`config.mk`:
```
export PLATFORM = sky130hd
export DESIGN_NAME = bnpc_unit
export DESIGN_NICKNAME = d
export VERILOG_FILES = /design/src/rtl/bnpc_pkg.sv /design/src/rtl/bnpc_cond.sv /design/src/rtl/bnpc_target.sv /design/src/rtl/bnpc_unit.sv
export SDC_FILE = /design/constraint.sdc
export NUM_CORES = 1
export LEC_CHECK = 0
export BUFFER_PORTS_ARGS = -buffer_cell sky130_fd_sc_hd__buf_2
export CAP_MARGIN = 5
export CORE_MARGIN = 5
export CORE_UTILIZATION = 55
export DETAILED_ROUTE_END_ITERATION = 10
export PLACE_DENSITY = 0.87
export SYNTH_ARGS = -nofsm -noshare
export SYNTH_HDL_FRONTEND = slang
export SYNTH_HIERARCHICAL = 1
export SYNTH_SLANG_ARGS = --single-unit
export TNS_END_PERCENT = 50
```
`constraint.sdc`:
```
create_clock -name clk -period 10.3 [get_ports clk]
set_input_delay 2.06 -clock clk [delete_from_list [all_inputs] [get_ports clk]]
set_output_delay 2.06 -clock clk [all_outputs]
set_load 0.01 [all_outputs]
```
`src/rtl/bnpc_pkg.sv`:
```
package bnpc_pkg;
  typedef enum logic [3:0] {
    FLOW_NONE   = 4'd0,
    FLOW_EQ     = 4'd1,
    FLOW_NE     = 4'd2,
    FLOW_LEZ    = 4'd3,
    FLOW_GTZ    = 4'd4,
    FLOW_LTZ    = 4'd5,
    FLOW_GEZ    = 4'd6,
    FLOW_LTZ_LK = 4'd7,
    FLOW_GEZ_LK = 4'd8,
    FLOW_JMP    = 4'd9,
    FLOW_JMP_LK = 4'd10,
    FLOW_JREG   = 4'd11
  } flow_op_e;

  localparam int unsigned INSN_BYTES = 4;
endpackage

```
`src/rtl/bnpc_cond.sv`:
```
module bnpc_cond
  import bnpc_pkg::*;
#(
  parameter int unsigned DATA_W = 32
) (
  input  logic [3:0]        op,
  input  logic [DATA_W-1:0] rs_val,
  input  logic [DATA_W-1:0] rt_val,
  output logic              take,
  output logic              link,
  output logic              via_reg,
  output logic              via_field
);
  logic is_neg;
  logic is_zero;
  logic is_same;
  flow_op_e kind;

  always_comb begin
    kind    = flow_op_e'(op);
    is_neg  = rs_val[DATA_W-1];
    is_zero = (rs_val == '0);
    is_same = (rs_val == rt_val);
  end

  always_comb begin
    take      = 1'b0;
    link      = 1'b0;
    via_reg   = 1'b0;
    via_field = 1'b0;
    case (kind)
      FLOW_EQ:     take = is_same;
      FLOW_NE:     take = !is_same;
      FLOW_LEZ:    take = is_neg || is_zero;
      FLOW_GTZ:    take = !is_neg && !is_zero;
      FLOW_LTZ:    take = is_neg;
      FLOW_GEZ:    take = !is_neg;
      FLOW_LTZ_LK: begin take = is_neg;  link = 1'b1; end
      FLOW_GEZ_LK: begin take = !is_neg; link = 1'b1; end
      FLOW_JMP:    begin take = 1'b1; via_field = 1'b1; end
      FLOW_JMP_LK: begin take = 1'b1; via_field = 1'b1; link = 1'b1; end
      FLOW_JREG:   begin take = 1'b1; via_reg = 1'b1; end
      default:     take = 1'b0;
    endcase
  end
endmodule

```
`src/rtl/bnpc_target.sv`:
```
module bnpc_target
  import bnpc_pkg::*;
#(
  parameter int unsigned ADDR_W = 32,
  parameter int unsigned OFF_W  = 16,
  parameter int unsigned JF_W   = 26
) (
  input  logic [ADDR_W-1:0] pc,
  input  logic [OFF_W-1:0]  offset,
  input  logic [JF_W-1:0]   jfield,
  output logic [ADDR_W-1:0] seq_pc,
  output logic [ADDR_W-1:0] rel_pc,
  output logic [ADDR_W-1:0] abs_pc
);
  localparam int unsigned SHIFT  = $clog2(INSN_BYTES);
  localparam int unsigned EXT_W  = ADDR_W - OFF_W - SHIFT;
  localparam int unsigned KEEP_W = ADDR_W - JF_W - SHIFT;

  logic [ADDR_W-1:0] disp;

  always_comb begin
    seq_pc = pc + ADDR_W'(INSN_BYTES);
    disp   = {{EXT_W{offset[OFF_W-1]}}, offset, {SHIFT{1'b0}}};
    rel_pc = seq_pc + disp;
    abs_pc = {seq_pc[ADDR_W-1 -: KEEP_W], jfield, {SHIFT{1'b0}}};
  end
endmodule

```
`src/rtl/bnpc_unit.sv`:
```
module bnpc_unit
  import bnpc_pkg::*;
#(
  parameter int unsigned ADDR_W    = 32,
  parameter int unsigned OFF_W     = 16,
  parameter int unsigned JF_W      = 26,
  parameter int unsigned REG_IDX_W = 5,
  parameter int unsigned LINK_IDX  = 31
) (
  input  logic                 clk,
  input  logic                 rst,
  input  logic [3:0]           op_i,
  input  logic [ADDR_W-1:0]    pc_i,
  input  logic [OFF_W-1:0]     off_i,
  input  logic [JF_W-1:0]      jfield_i,
  input  logic [ADDR_W-1:0]    rs_i,
  input  logic [ADDR_W-1:0]    rt_i,
  output logic [ADDR_W-1:0]    next_pc_o,
  output logic                 taken_o,
  output logic                 link_en_o,
  output logic [REG_IDX_W-1:0] link_reg_o,
  output logic [ADDR_W-1:0]    link_val_o
);
  logic              take;
  logic              link;
  logic              via_reg;
  logic              via_field;
  logic [ADDR_W-1:0] seq_pc;
  logic [ADDR_W-1:0] rel_pc;
  logic [ADDR_W-1:0] abs_pc;
  logic [ADDR_W-1:0] nxt_d;
  logic [ADDR_W-1:0] lnk_d;

  bnpc_cond #(.DATA_W(ADDR_W)) u_cond (
    .op        (op_i),
    .rs_val    (rs_i),
    .rt_val    (rt_i),
    .take      (take),
    .link      (link),
    .via_reg   (via_reg),
    .via_field (via_field)
  );

  bnpc_target #(.ADDR_W(ADDR_W), .OFF_W(OFF_W), .JF_W(JF_W)) u_tgt (
    .pc     (pc_i),
    .offset (off_i),
    .jfield (jfield_i),
    .seq_pc (seq_pc),
    .rel_pc (rel_pc),
    .abs_pc (abs_pc)
  );

  always_comb begin
    if (!take)          nxt_d = seq_pc;
    else if (via_reg)   nxt_d = rs_i;
    else if (via_field) nxt_d = abs_pc;
    else                nxt_d = rel_pc;
    lnk_d = link ? seq_pc : '0;
  end

  always_ff @(posedge clk) begin
    if (rst) begin
      next_pc_o  <= '0;
      taken_o    <= 1'b0;
      link_en_o  <= 1'b0;
      link_val_o <= '0;
    end else begin
      next_pc_o  <= nxt_d;
      taken_o    <= take;
      link_en_o  <= link;
      link_val_o <= lnk_d;
    end
  end

  assign link_reg_o = REG_IDX_W'(LINK_IDX);
endmodule

```
==> impl_metrics.yaml, run 1 <==
outcome:
  status: "completed"
timing:
  min_period_over_period_pct: 53.6
  setup_viol_count_final: 0
  slew_violations: 0
  worstMarginPinSlew_ps: 1200
  hold_slack_ps: 1930
  fmax_mhz: 181
  rsz0062_at_grt: "false"
  finalHoldViolCount: 0
  tns_ps: 0
  fin_crit_ps: 5520
  relSlewSlack_pct: 19.9
global_routing:
  grt_pass1_wl_um: 29500
  overflow: 0
  met2_usage_pct: 45.9
  grt_pass1_vias: 5647
  use_met1_pct: 37.9
  track_usage_pct: 28.5
  grt_max_degree: 68
  grt_busiest_layer: "met2"
  antenna_found_initial: 0
  grt_use_met3_pct: 4.81
power_and_ir_drop:
  leakagePower_uw: 0.00314
  power_frac_seq_pct: 32.3
  p_per_area_mw_per_mm2: 124
  vdd_ir_drop_max_uv: 55.5
  p_int_uw: 574
  p_clk_share_pct: 31.8
  pwr-share-comb_pct: 35.9
  p_switching_uw: 297
  power_switching_share_pct: 34.1
die:
  num_rows: 38
  start_util_pct: 55.8
  die_h_um: 114
  core-area_mm2: 0.0107
  dieArea_mm2: 0.0131
  die_x_um: 114
  ios: 215
synthesis:
  synth_edf_count: 0
  yosysSeqAreaShare_pct: 22.0
  synth_flop_cell: "dfxtp_1"
  yosys_warnings: 6
  syn_area_mm2: 0.00600
  synthArstFlopShare_pct: 0
  synth_cell_type_count: 63
  synthesis.instances: 681
  ys_ff_latch: 66
  avgSynthCellArea_um2: 8.80
cts:
  post_cts.repair.setup_buffers: 0
  clock-sinks: 66
  cts-root-buf: "clkbuf_8"
  cts_made_buffers: 9
  path_clk_slew_ps: 80
  cts_tree: "built"
  cts-hold-fix-buffers: 0
  cts-resized-gates: 0
  clockBufferDepth: 2
  h-tree-depth: 3
finish:
  antenna-diode-count: 0
  nNetsFinal: 1010
  drive_above_1_share_pct: 33.6
  regArea_mm2: 0.00132
  final_common_cell: "buf_2"
  area_delta_synth_final_pct: 17.6
  multiInputGateArea_mm2: 0.00415
  layout_common_cells: "209 x buf_2, 66 x dfxtp_1, 47 x xor2_1"
  fillers: 948
setup_path:
  start_kind: "input pin"
  critPathKind: "in2reg"
  end_kind: "flop"
  worstPathMaxFanout: 8
  cp.required_ps: 10520
  worst_ep_arrival_time_ps: 5730
routing:
  totalWireLength_um: 19100
  vias: 5846
  post-route-drc-count: 0
  ant_nets: 0
  wl_per_cell_um: 19.5
  drtIter0Drc: 616
  vias_per_cell: 5.98
  drt-pass1-iter-count: 5
run:
  cap_violations: 0
placed_design:
  gp_congestion: 0.983
  dp.final_hpwl_um: 15000
  port_buffers: 209
min_path:
  min_path_type: "in2reg"
cell type report:
class,instances,area share [%]
multi-input cells,523,58.9
flip-flops and latches,66,18.7
repair buffers,213,15.3
well taps,140,2.49
clock buffers,10,1.95
clock inverters,6,1.62
inverters,19,1.01
final timing paths:
path / startpoint / endpoint / depth (start not counted)
worst max-delay path: pc_i[4] / next_pc_o[28] / 18
worst min-delay path: pc_i[1] / link_val_o[1] / 2
power groups by stage:
stage	registers, µW	clock network, µW	logic, µW
after floorplan	298	0	201
after global placement	287	0	302
after detailed placement	287	0	305
after CTS	282	279	308
after global routing	283	292	338
final	281	277	313
synth_stat cells, types with 7 or more instances:
cell type / count / area [µm²]
clkbuf_1: 19 / 71.3
buf_4: 41 / 308
nor4_1: 16 / 100
nor2_1: 22 / 82.6
o21bai_1: 7 / 52.6
a21o_1: 17 / 128
nor3_1: 11 / 55.1
and2_1: 33 / 206
ha_1: 33 / 413
nand4b_1: 32 / 280
inv_1: 19 / 71.3
a21oi_1: 33 / 165
buf_2: 13 / 65.1
nand2_1: 31 / 116
xnor2_1: 37 / 324
o221ai_2: 30 / 450
nand2b_1: 36 / 225
mux2i_1: 33 / 330
nand3_1: 16 / 80.1
o21ai_0: 11 / 55.1
nand4_1: 16 / 100
dfxtp_1: 66 / 1320
xor2_1: 47 / 412
critical path: stages:
cell       delay (ps)
buf_2             120
nand3_1           110
nor2_1            250
and4_1            370
nand3_1           240
nor2_1            250
nand3_1           130
xnor2_1           270
ha_1              380
a21o_1            210
o21bai_1          160
or2_2             320
o22a_1            180
o2111ai_1         110
a21boi_0          130
xor2_1            150
mux2i_1           170
o221ai_2          120
state kept, by name (all words and copies together) (netlist names):
name and flops:
taken_o 1, link_val_o 32, link_en_o 1, next_pc_o 32
routing by layer:
metal | vias to the layer above | part of all wire, %
met4 | 0 | 3.1
met2 | 367 | 45
li1 | 2738 | -
met1 | 2689 | 42
met3 | 52 | 10
met5 | - | 0
cell families (layout without fill, tap and decap cells):
group	after synthesis	count (layout)	synth area share, %
other cells	2	7	0.125
mux	33	33	5.51
fa+ha+maj	34	34	7.22
flops	66	66	22.0
compound gates	127	127	18.4
simple gates	235	235	24.2
xor+xnor	87	87	13.3
buf+inv	97	248	9.31
metrics by stage:
stage	cells	util, %	setup WS (ps)	power (µW)	instance area, µm²
2_1_floorplan	686	-	4940	499	6010
3_3_place_gp	961	63.3	4650	589	6800
3_5_place_dp	961	63.3	4500	592	6800
4_1_cts	977	65.6	4840	869	7050
5_1_grt	977	65.6	4510	914	7050
6_report	977	65.6	4780	871	7050
Power figures use the tool's default switching activity.
==> run 2: changes to the inputs <==
--- a/config.mk
+++ b/config.mk
@@ -8,9 +8,9 @@
 export BUFFER_PORTS_ARGS = -buffer_cell sky130_fd_sc_hd__buf_2
 export CAP_MARGIN = 5
 export CORE_MARGIN = 5
-export CORE_UTILIZATION = 55
+export CORE_UTILIZATION = 51
 export DETAILED_ROUTE_END_ITERATION = 10
-export PLACE_DENSITY = 0.87
+export PLACE_DENSITY = 0.82
 export SYNTH_ARGS = -nofsm -noshare
 export SYNTH_HDL_FRONTEND = slang
 export SYNTH_HIERARCHICAL = 1
==> constraint.sdc (replaced) <==
create_clock -name clk -period 5.17 [get_ports clk]
set_input_delay 1.034 -clock clk [delete_from_list [all_inputs] [get_ports clk]]
set_output_delay 1.034 -clock clk [all_outputs]
set_load 0.01 [all_outputs]
==> impl_metrics.yaml, run 2 (synthesis gave the netlist of run 1 again) <==
outcome:
  status: "completed"
power_and_ir_drop:
  p_per_area_mw_per_mm2: 245
  leakagePower_uw: 0.00322
  vdd_ir_drop_max_uv: 152
global_routing:
  overflow: 0
  grt_max_degree: 66
  grt_pass1_wl_um: 29900
  grt_pass1_vias: 5611
  antenna_found_initial: 1
  track_usage_pct: 26.3
finish:
  layout_common_cells: "209 x buf_2, 66 x dfxtp_1, 47 x xor2_1"
  reg_top3: "link_val_o x32, next_pc_o x32"
  area_delta_synth_final_pct: 19.5
  nNetsFinal: 1022
  final_common_cell: "buf_2"
  drive_above_1_share_pct: 34.3
timing:
  worstMarginPinSlew_ps: 1180
  fmax_mhz: 224
  min_period_over_period_pct: 86.4
  relSlewSlack_pct: 21.1
  finalHoldViolCount: 0
  fin_crit_ps: 4460
  slew_violations: 0
  rsz0062_at_grt: "false"
  tns_ps: 0
  fin_ws_ps: 705
  setup_viol_count_final: 0
cts:
  cts_made_buffers: 9
  post_cts.repair.setup_buffers: 0
  cts-hold-fix-buffers: 0
  clockBufferDepth: 2
  h-tree-depth: 3
  cts-resized-gates: 0
  path_clk_slew_ps: 60
  cts_tree: "built"
  clock-sinks: 66
  cts-root-buf: "clkbuf_16"
min_path:
  min_path_type: "in2reg"
placed_design:
  port_buffers: 209
  gp_congestion: 0.998
  dp.final_hpwl_um: 15200
  dp_slack_ps: 425
routing:
  vias: 5845
  vias_per_cell: 5.89
  post-route-drc-count: 0
  totalWireLength_um: 19100
  ant_nets: 0
  drt-pass1-iter-count: 8
  drtIter0Drc: 467
  wl_per_cell_um: 19.3
run:
  cap_violations: 0
die:
  start_util_pct: 52.3
  die_x_um: 118
  num_rows: 39
  ios: 215
  core-area_mm2: 0.0115
  die_h_um: 118
  dieArea_mm2: 0.0140
setup_path:
  worst_ep_arrival_time_ps: 4640
  crit_chain: "buf_2 > nand3_1 > nor2_1 > and4_1 > nand3_1 > nor2_1 > nand3_1 > xnor2_1 > ha_1 > a21o_1 > o21bai_1 > or2_2 > o22a_1 > o2111ai_1 > a21boi_0 > xor2_1 > mux2i_1 > o221ai_2"
  worst_path_largest_cell_delay_ps: 380
  critPathMostFrequentCell: "nand3_1"
  end_kind: "flop"
  worstPathMaxFanout: 8
  cp_slowest_cell: "ha_1"
  cp.required_ps: 5340
  start_kind: "input pin"
  critPathKind: "in2reg"
[run 2: cell count changes in the layout (fill, tap and decap cells not counted), sizes merged]
| cell | previous run | this run |
|---|---|---|
| buf | 213 | 225 |
| bufinv | 3 | 0 |
| clkbuf | 10 | 12 |
| clkinv | 1 | 3 |
| clkinvlp | 2 | 0 |
| diode | 0 | 1 |
[run 2: critical path: cells and delay by family]
| kind | cells | cell delay [ps] |
|---|---|---|
| compound gates | 6 | 900 |
| xor+xnor | 2 | 400 |
| simple gates | 7 | 1620 |
| fa+ha+maj | 1 | 380 |
| buf+inv | 1 | 120 |
| mux | 1 | 180 |
[run 2: metal layers]
metal / GRT usage, % / vias up / share of wire (%) / routed length, µm
li1: - / 2756 / - / -
met5: 0 / - / 0 / 0
met4: 10.8 / 0 / 2.8 / 543
met1: 36.3 / 2733 / 44 / 8430
met3: 3.53 / 31 / 8.5 / 1620
met2: 41.6 / 325 / 45 / 8510
[run 2: worst paths after layout]
kind,startpoint,endpoint,slack (ps),cells after the start
hold / removal,pc_i[1],link_val_o[1],930,2
setup / recovery,pc_i[4],next_pc_o[28],710,18
[run 2: cell type report]
cell class              count  area (µm²)
well taps                 143         179
repair buffers            225        1170
clock inverters             3        15.0
flip-flops and latches     66        1320
inverters                  19        71.3
diodes                      1        2.50
clock buffers              12         256
multi-input cells         523        4150
fillers                  1000        4300
[run 2: report_power, final]
part	total [µW]	switching, µW	internal, µW
sequential	564	13.1	551
combinational	631	363	267
clock	558	213	345
total	1750	590	1160
[run 2: stage by stage]
stage	std cells	hold slack (ps)	area, µm²	utilization [%]	total power (µW)
6_report	992	934	7160	62.5	1750
5_1_grt	992	939	7160	62.5	1840
4_1_cts	991	925	7160	62.4	1750
3_5_place_dp	976	1270	6890	60.1	1190
3_3_place_gp	976	1270	6890	60.1	1190
2_1_floorplan	686	1200	6010	-	994
==> run 3: changes to the inputs <==
--- a/config.mk
+++ b/config.mk
@@ -8,11 +8,11 @@
 export BUFFER_PORTS_ARGS = -buffer_cell sky130_fd_sc_hd__buf_2
 export CAP_MARGIN = 5
 export CORE_MARGIN = 5
-export CORE_UTILIZATION = 51
+export CORE_UTILIZATION = 50
 export DETAILED_ROUTE_END_ITERATION = 10
+export GPL_ROUTABILITY_DRIVEN = 0
 export PLACE_DENSITY = 0.82
 export SYNTH_ARGS = -nofsm -noshare
 export SYNTH_HDL_FRONTEND = slang
-export SYNTH_HIERARCHICAL = 1
 export SYNTH_SLANG_ARGS = --single-unit
 export TNS_END_PERCENT = 50
==> impl_metrics.yaml, run 3 <==
timing:
  min_period_over_period_pct: 81.8
  fin_ws_ps: 943
  worstMarginPinSlew_ps: 955
  fmax_mhz: 237
  slew_violations: 0
  relSlewSlack_pct: 36.2
  finalHoldViolCount: 0
  hold_slack_ps: 882
  setup_viol_count_final: 0
  fin_crit_ps: 4230
  tns_ps: 0
  rsz0062_at_grt: "false"
global_routing:
  antenna_found_initial: 0
  track_usage_pct: 29.5
  grt_max_degree: 40
  grt_pass1_vias: 5848
  grt_pass1_wl_um: 30300
  overflow: 0
finish:
  area_delta_synth_final_pct: 23.8
  nNetsFinal: 1098
  antenna-diode-count: 0
  final_common_cell: "buf_2"
  reg_top3: "link_val_o x32, next_pc_o x32"
  layout_common_cells: "209 x buf_2, 88 x nand2_1, 83 x nor2_1"
  finalInstanceArea_mm2: 0.00676
  fillers: 989
  drive_above_1_share_pct: 27.0
power_and_ir_drop:
  p_clk_share_pct: 28.8
  p_switching_uw: 587
  p_per_area_mw_per_mm2: 238
  power_uw: 1610
  p_int_uw: 1020
  power_frac_seq_pct: 34.4
  power_switching_share_pct: 36.4
  vdd_ir_drop_max_uv: 112
  pwr-share-comb_pct: 36.9
  leakagePower_uw: 0.00319
routing:
  totalWireLength_um: 20200
  drt-pass1-iter-count: 6
  wl_per_cell_um: 19.0
  post-route-drc-count: 0
  vias_per_cell: 5.86
  ant_nets: 0
  vias: 6224
  drtIter0Drc: 734
synthesis:
  synthArstFlopShare_pct: 0
  ys_ff_latch: 66
  syn_area_mm2: 0.00547
  synth_flop_cell: "dfxtp_1"
  synth.largest_area_cell: "dfxtp_1"
  yosys_warnings: 0
  synthesis.instances: 724
  synth_edf_count: 0
  synth_area_leaders: "dfxtp_1 24%, xnor2_1 9.8%, ha_1 8.2%"
  yosysSeqAreaShare_pct: 24.2
  synth_top_area_share_pct: 24.2
  synth_cell_type_count: 67
  avgSynthCellArea_um2: 7.55
  synth_most_common_cell: "nand2_1"
  synthTopCellsByCount: "88 x nand2_1, 83 x nor2_1, 66 x dfxtp_1, 61 x a21oi_1, 61 x xnor2_1"
cts:
  cts_made_buffers: 9
  cts-hold-fix-buffers: 0
  cts_tree: "built"
  cts-resized-gates: 0
  clock-sinks: 66
  post_cts.repair.setup_buffers: 0
  clockBufferDepth: 2
  cts-root-buf: "clkbuf_8"
  path_clk_slew_ps: 80
  h-tree-depth: 3
placed_design:
  place_area_mm2: 0.00657
  dp_slack_ps: 621
  port_buffers: 209
  dp.final_hpwl_um: 15900
die:
  die_x_um: 115
  start_util_pct: 50.6
  die_h_um: 115
  core-area_mm2: 0.0108
  num_rows: 38
  ios: 215
  dieArea_mm2: 0.0131
setup_path:
  critPathKind: "in2reg"
  worst_ep_arrival_time_ps: 4480
  cp_slowest_cell: "nor4_4"
  worstPathMaxFanout: 6
  cp_num_buf_inv: 1
  critPathMostFrequentCell: "a21oi_1"
  worst_path_largest_cell_delay_ps: 500
  cp.required_ps: 5420
  start_kind: "input pin"
  end_kind: "flop"
  crit_chain: "buf_2 > nand4_2 > nor4_4 > nand2_1 > xnor2_1 > ha_1 > a21oi_1 > o21ai_0 > nor3_1 > a21oi_1 > a211oi_1 > xnor2_1 > a21oi_1 > o41ai_1"
  crit_family: "compound AO/OA/AOI/OAI gates"
min_path:
  min_path_type: "in2reg"
outcome:
  status: "completed"
run:
  cap_violations: 0
## run 3: cell types whose count changed in the layout (fill, tap and decap cells not counted), moves of 14 or more
cell / before / now
a21oi_1: 32 / 60
and2_1: 33 / 19
mux2i_1: 33 / 9
nand2_1: 31 / 88
nand2b_1: 36 / 7
nand4b_1: 32 / 0
nor2_1: 21 / 83
o21ai_0: 11 / 30
o221ai_2: 30 / 0
xnor2_1: 37 / 61
xor2_1: 47 / 21
## run 3: stage by stage
step                      util, %  cells
final                        62.7   1062
after CTS                    62.7   1062
after detailed placement     60.9   1046
after global placement       60.9   1046
after floorplan                 -    728
after global routing         62.7   1062
## run 3: routing by layer
| layer | up-vias | wire length, µm | share of wire, % | global-route usage [%] |
|---|---|---|---|---|
| li1 | 2930 | - | - | - |
| met1 | 2813 | 8060 | 40 | 39.5 |
| met2 | 418 | 9000 | 45 | 46.3 |
| met3 | 63 | 2470 | 12 | 6.77 |
| met4 | 0 | 646 | 3.2 | 10.8 |
| met5 | - | 0 | 0 | 0 |
## run 3: final timing paths
kind / cells past startpoint / to / slack, ps / startpoint
setup / recovery: 14 / next_pc_o[26] / 940 / pc_i[10]
hold / removal: 2 / link_val_o[2] / 880 / pc_i[2]
## run 3: final cells by class
class	instances	area, µm²	share of cell area (%)
Multi-Input combinational cell	596	3860	57.1
Timing Repair Buffer	217	1110	16.4
Inverter	27	103	1.52
Sequential cell	66	1320	19.5
Tap cell	140	175	2.59
Clock buffer	11	141	2.09
Clock inverter	5	53.8	0.795
## run 3: logic make-up after synthesis
| logic type | Yosys count | share of synthesized area, % |
|---|---|---|
| AO/OA/AOI/OAI | 171 | 20.6 |
| XOR/XNOR | 83 | 13.4 |
| adder cells (fa/ha/maj) | 37 | 8.61 |
| buffers and inverters | 66 | 5.61 |
| flip-flops | 66 | 24.2 |
| multiplexers | 9 | 1.65 |
| other | 1 | 0.0686 |
| AND/OR/NAND/NOR | 291 | 25.9 |
## run 3: power by group through the flow
stage | registers [µW] | clock network (µW) | logic (µW)
after global placement | 565 | 0 | 570
after CTS | 553 | 460 | 583
after floorplan | 584 | 0 | 355
final | 553 | 463 | 594
after global routing | 557 | 485 | 645
after detailed placement | 565 | 0 | 577
